**config.mk**
```make
export PLATFORM = sky130hd
export DESIGN_NAME = irq_entry_ctrl
export DESIGN_NICKNAME = d
export VERILOG_FILES = /design/src/rtl/irq_entry_ctrl.sv
export SDC_FILE = /design/constraint.sdc
export NUM_CORES = 1
export LEC_CHECK = 0
export BUFFER_PORTS_ARGS = -buffer_cell sky130_fd_sc_hd__buf_4
export CAP_MARGIN = 20
export CORE_AREA = 2 2 127 129
export CTS_CLUSTER_SIZE = 10
export DETAILED_ROUTE_END_ITERATION = 8
export DIE_AREA = 0 0 129 131
export PLACE_DENSITY_LB_ADDON = 0.15
export SLEW_MARGIN = 5
export SYNTH_ARGS = -nofsm -noshare
export SYNTH_HDL_FRONTEND = slang
export SYNTH_SLANG_ARGS = --single-unit
```
**constraint.sdc**
```tcl
create_clock -name clk -period 2.3 [get_ports clk]
set_input_delay 0.345 -clock clk [delete_from_list [all_inputs] [get_ports clk]]
set_output_delay 0.345 -clock clk [all_outputs]
set_load 0.01 [all_outputs]
```
**src/rtl/irq_entry_ctrl.sv**
```systemverilog
module irq_entry_ctrl #(
  parameter int ADDR_W = 32
) (
  input  logic              clk,
  input  logic              rst_n,
  input  logic              fiq_n,
  input  logic              irq_n,
  input  logic              boundary,
  input  logic [31:0]       cpsr_in,
  input  logic              ns_in,
  input  logic              cfg_fw,
  input  logic              cfg_fiq_mon,
  input  logic              cfg_irq_mon,
  input  logic              endian_init,
  input  logic [ADDR_W-1:0] next_pc,
  output logic              take,
  output logic [1:0]        take_code,
  output logic [31:0]       cpsr_out,
  output logic [31:0]       spsr_out,
  output logic [ADDR_W-1:0] link_addr,
  output logic [4:0]        vec_off,
  output logic              vec_mon,
  output logic              ns_out
);
  localparam int T_B = 5, F_B = 6, I_B = 7, A_B = 8, E_B = 9, J_B = 24;
  localparam logic [4:0] M_FIQ = 5'b10001, M_IRQ = 5'b10010;
  localparam logic [4:0] M_SVC = 5'b10011, M_MON = 5'b10110;
  localparam logic [1:0] C_RST = 2'b01, C_FIQ = 2'b10, C_IRQ = 2'b11;

  logic fiq_q, irq_q, rst_pend;
  logic [31:0] entry_psr, reset_psr;

  wire fiq_req = !fiq_q && (!cpsr_in[F_B] || (ns_in && cfg_fw));
  wire irq_req = !irq_q && !cpsr_in[I_B];
  wire do_fiq  = boundary && fiq_req;
  wire do_irq  = boundary && irq_req && !fiq_req;
  wire to_mon  = do_fiq ? cfg_fiq_mon : cfg_irq_mon;

  always_comb begin
    entry_psr = cpsr_in;
    entry_psr[4:0] = to_mon ? M_MON : (do_fiq ? M_FIQ : M_IRQ);
    entry_psr[T_B] = 1'b0;
    entry_psr[J_B] = 1'b0;
    entry_psr[I_B] = 1'b1;
    if (do_fiq) entry_psr[F_B] = 1'b1;
    reset_psr = 32'd0;
    reset_psr[4:0] = M_SVC;
    reset_psr[A_B] = 1'b1;
    reset_psr[I_B] = 1'b1;
    reset_psr[F_B] = 1'b1;
    reset_psr[E_B] = endian_init;
  end

  always_ff @(posedge clk or negedge rst_n) begin
    if (!rst_n) begin
      fiq_q <= 1'b1;
      irq_q <= 1'b1;
      rst_pend <= 1'b1;
      take <= 1'b0;
      take_code <= 2'b00;
      cpsr_out <= 32'd0;
      spsr_out <= 32'd0;
      link_addr <= '0;
      vec_off <= 5'd0;
      vec_mon <= 1'b0;
      ns_out <= 1'b0;
    end else begin
      fiq_q <= fiq_n;
      irq_q <= irq_n;
      take <= 1'b0;
      if (rst_pend) begin
        rst_pend <= 1'b0;
        take <= 1'b1;
        take_code <= C_RST;
        cpsr_out <= reset_psr;
        spsr_out <= 32'd0;
        link_addr <= '0;
        vec_off <= 5'h00;
        vec_mon <= 1'b0;
        ns_out <= 1'b0;
      end else if (do_fiq || do_irq) begin
        take <= 1'b1;
        take_code <= do_fiq ? C_FIQ : C_IRQ;
        cpsr_out <= entry_psr;
        spsr_out <= cpsr_in;
        link_addr <= next_pc + ADDR_W'(4);
        vec_off <= do_fiq ? 5'h1C : 5'h18;
        vec_mon <= to_mon;
        ns_out <= to_mon ? 1'b0 : ns_in;
      end
    end
  end
endmodule

```
---- After elaboration in Yosys (flattened, before gate mapping) ----
Cells that the tools add are included.
storage, ports and cells
  register bits ........................... 109
  bits of input ports ..................... 74
  output and inout port bits .............. 106
operators by class
  add/sub/neg operators ................... 1
  mux-type cells .......................... 23
  reduce and logical (&&, ||, !) cells .... 14
operator list
  kind                                                              count
  32-bit two-way mux                                                6
  32-bit by 3-bit adder with 32-bit output (second input constant)  1
  1-bit two-way mux                                                 10
  5-bit two-way mux                                                 2
  1-bit logical AND                                                 6
  2-bit two-way mux                                                 3
  3-bit two-way mux                                                 2
  1-bit logical NOT                                                 5
  1-bit logical OR                                                  2
  2-bit nonzero test                                                1

---- Longest topological paths before layout ----
  depth after elaboration ................. 8
  mapped depth ............................ 7

---- Least setup slack after synthesis ----
No wires, ideal clock.
  path type ............................... reg2reg
  from .................................... register rst_pend
  to ...................................... register link_addr[23]
  data arrival time ....................... 1.838 ns
  required time ........................... 2.174 ns
  setup slack ............................. 0.336 ns
  cell stages (with the launch flop) ...... 7
  cells stage by stage .................... dfstp_2 > clkbuf_1 > nor3b_1 > a21oi_1 > clkbuf_1 > nor2_1 > a221o_1
on the way
  longest elaborated chain between the ends .. 1
RTL lines
  item                                                      RTL line  RTL
  start: declaration                                        30        logic fiq_q, irq_q, rst_pend;
  start signal: assignment                                  58        rst_pend <= 1'b1;
  start signal: assignment                                  72        rst_pend <= 1'b0;
  32-bit two-way mux or 2-bit nonzero test (tied branches)  n/a
  end signal: assignment                                    86        link_addr <= next_pc + ADDR_W'(4);
  end: declaration                                          20        output logic [ADDR_W-1:0] link_addr,
Parallel ways exist; a longest one is shown, timed or not.
A chain may end at the register's enable or synchronous reset.

---- Final worst setup path ----
  from .................................... register rst_pend
  to ...................................... register spsr_out[5]
on the way
  longest elaborated chain between the ends .. 1
RTL lines
  item                                                      RTL line  RTL
  32-bit two-way mux or 2-bit nonzero test (tied branches)  n/a
  end signal: assignment                                    85        spsr_out <= cpsr_in;
  end: declaration                                          19        output logic [31:0] spsr_out,
Parallel ways exist; a longest one is shown, timed or not.

==> impl_metrics.json <==
{
  "status": "completed",
  "drc": 0,
  "place.detailed.instances": 713,
  "worst_hold_check_path_type": "in2reg",
  "layout.cells.most_common_list": "183 x sky130_fd_sc_hd__buf_4, 76 x sky130_fd_sc_hd__dfrtp_1, 35 x sky130_fd_sc_hd__nand2_1, 35 x sky130_fd_sc_hd__a22o_1, 20 x sky130_fd_sc_hd__o21ai_0",
  "max_cap_violations": 0,
  "register_area_share_after_synthesis": 0.523,
  "clock_tree_from_tritoncts": "yes",
  "antenna_found_initial": 0,
  "final.setup.tns_ns": 0,
  "timing.critical_path.slowest_stage_cell": "sky130_fd_sc_hd__nor4b_1",
  "fp.dieW_um": 129,
  "vdd_drop_max_v": 0.000322,
  "cp.required_ns": 2.58,
  "grt_pass1_vias": 3243,
  "design.die.area_um2": 16900,
  "stdcell_count": 730,
  "tritoncts_buffers": 9,
  "dr.pass1.iters": 5,
  "ctsResizeCount": 0,
  "fp.coreArea_um2": 15600,
  "synth.lib_cells_used.distinct": 52,
  "synthesis.area_per_instance_um2": 10.6,
  "post_synth_inst_count": 357,
  "fillCellCount": 1573,
  "asyncSetResetFlopFracSynth": 1.00,
  "critical_path.n_buffers_inverters": 1,
  "wl_per_cell_um": 15.6,
  "rows": 46,
  "detailroute.via_count": 3349,
  "nNetsFinal": 584,
  "tot_gr_track_use": 0.134,
  "synth_edf_count": 0,
  "synth_top_flop_cell": "sky130_fd_sc_hd__dfrtp_1",
  "critical_path.top_delay_family": "compound AO/OA/AOI/OAI gates",
  "postCtsSetupRepairBufs": 0,
  "critical_path_class": "reg2reg",
  "critical_path_cell_count": 4,
  "mostFrequentLayoutCell": "sky130_fd_sc_hd__buf_4",
  "report.final.setup_viol": 0,
  "grt_first_pass_wirelength_um": 17400,
  "cts_max_path_buffers": 2,
  "cp-endpoint": "spsr_out[5]",
  "timing.rr.start": "rst_pend",
  "rr_endpoint": "spsr_out[5]",
  "hold_slack_ns": 0.115,
  "starting_density_of_the_core": 0.243,
  "grt_max_degree": 49,
  "post_route_cells_drive_above_1_share": 0.426,
  "post_synthesis_instance_area_um2": 3790,
  "critPathLaunch": "rst_pend",
  "reg2reg_slack_ns": 0.41,
  "cp_data_arrival_time_ns": 2.17,
  "worstPathCellList": "nor4b_1, a21o_2, buf_12, a22o_1",
  "static_leakage_power_nw": 2.63,
  "cp-start-kind": "flop",
  "final.setup_skew_ns": 0.00763,
  "numPortBuffers": 174,
  "number_of_hold_violations_in_the_final_report": 0,
  "reg2regPathDepth": 4,
  "clk_root_buffer_cell": "sky130_fd_sc_hd__clkbuf_16",
  "antennaDiodeCount": 0,
  "dp_hpwl_um": 8390,
  "syn_to_final_growth_pct": 46.1,
  "globalplace.congestion": 0.801,
  "postRouteWirelength_um": 11400,
  "yosys_warnings": 0,
  "drtIter0Drc": 128,
  "insertion_delay_ns": 0.33,
  "vias_per_cell": 4.59,
  "globalRouteOverflowTotal": 0,
  "pwrdens_nw_per_um2": 654,
  "antenna_left": 0,
  "path_clk_slew_ns": 0.06,
  "max_slew.worst_pin.slew_ns": 0.589,
  "fin_crit_ns": 1.89,
  "ctsHtreeMaxLevel": 3,
  "slew_headroom": 0.604,
  "synth.ff_latch_count": 79,
  "grt_setup_unrepaired": "false",
  "timing.final.crit_share": 0.822,
  "boundaryPins": 180,
  "clock_sinks": 79,
  "achievable-frequency_mhz": 529,
  "worst_path_largest_cell_delay_ns": 0.49,
  "timing.critical_path.fanout_max": 32,
  "crit_path_end_kind": "flop",
  "timing.final.max_slew_violations": 0,
  "fp.dieH_um": 131
}
## what timing repair did
| action | 4_1_cts | 5_1_grt |
|---|---|---|
| endpoints found under the hold margin | 31 | 0 |
| hold buffers | 1 | 0 |
| endpoints found under the setup margin | 0 | 0 |
## logic make-up (layout without fill, tap and decap cells)
logic type	count (synthesis)	count (layout)	share of synthesized area
fa+ha+maj	1	1	0.00330
other cells	1	6	0.000990
simple gates	119	119	0.174
flops	79	79	0.523
buf+inv	57	209	0.0889
compound gates	84	84	0.172
xor+xnor	14	14	0.0324
mux	2	2	0.00529
## cells in the mapped netlist (all sizes together), types with 2 or more instances
| library cell | n | area (µm²) |
|---|---|---|
| dfrtp | 76 | 1900 |
| a22o | 35 | 307 |
| xor2 | 5 | 43.8 |
| o311ai | 4 | 35.0 |
| and3 | 3 | 20.0 |
| xnor2 | 9 | 78.8 |
| inv | 6 | 22.5 |
| or4 | 11 | 82.6 |
| o211ai | 6 | 45.0 |
| or3 | 2 | 12.5 |
| nor4 | 4 | 25.0 |
| nor3b | 2 | 15.0 |
| nor2 | 11 | 41.3 |
| and2 | 2 | 12.5 |
| a21oi | 2 | 10.0 |
| or2 | 2 | 12.5 |
| mux2i | 2 | 20.0 |
| nand2b | 2 | 12.5 |
| nand4 | 12 | 103 |
| nand4b | 3 | 26.3 |
| o31ai | 2 | 15.0 |
| dfstp | 3 | 78.8 |
| o21ai | 20 | 100 |
| a221o | 3 | 30.0 |
| buf | 35 | 254 |
| clkbuf | 16 | 60.1 |
| nand2 | 35 | 131 |
| nor3 | 8 | 40.0 |
| o311a | 3 | 32.5 |
| nand3 | 18 | 90.1 |
## stage by stage
| stage | area, µm² | utilization | setup WS, ns | power (mW) |
|---|---|---|---|---|
| after detailed placement | 5210 | 0.334 | 0.172 | 2.19 |
| after global routing | 5530 | 0.355 | 0.271 | 3.82 |
| final | 5530 | 0.355 | 0.410 | 3.62 |
| after CTS | 5530 | 0.355 | 0.381 | 3.70 |
| after floorplan | 3810 | - | 0.336 | 1.82 |
| after global placement | 5210 | 0.334 | 0.193 | 2.19 |
## worst min path at each step
stage,cells past startpoint,endpoint,slack (ns),startpoint
global route,1,fiq_q,0.09,fiq_n
finish,1,irq_q,0.11,irq_n
global placement,1,spsr_out[21],0.32,rst_n
floorplan,0,cpsr_out[0],0.05,rst_n
CTS,1,irq_q,0.09,irq_n
detailed placement,1,spsr_out[21],0.32,rst_n
## layout make-up
cell class | count | area [µm²] | share of cell area
well taps | 216 | 270 | 0.0489
inverters | 6 | 22.5 | 0.00407
multi-input cells | 226 | 1510 | 0.272
flip-flops and latches | 79 | 1980 | 0.358
repair buffers | 187 | 1440 | 0.261
clock inverters | 6 | 68.8 | 0.0124
clock buffers | 10 | 239 | 0.0432
## flip-flops by register name (all words and copies together), names as in the netlist
register	count
take_code	1
vec_off	2
ns_out	1
spsr_out	32
rst_pend	1
irq_q	1
take	1
link_addr	32
cpsr_out	7
fiq_q	1
## layer usage
metal,global-route usage,routed length (µm),up-vias
li1,-,-,1598
met1,0.168,5000,1593
met2,0.208,5120,146
met3,0.0472,1090,12
met4,0.0601,165,0
met5,0,0,-
## power by group
group          switching [mW]  internal, mW  leakage (nW)  total [mW]
Sequential             0.0615          1.48          1.03        1.54
Clock                   0.582         0.876         0.149        1.46
Combinational           0.307         0.311          1.45       0.618
Total                   0.950          2.67          2.63        3.62
Note: power is estimated with default switching activity, not from simulation.
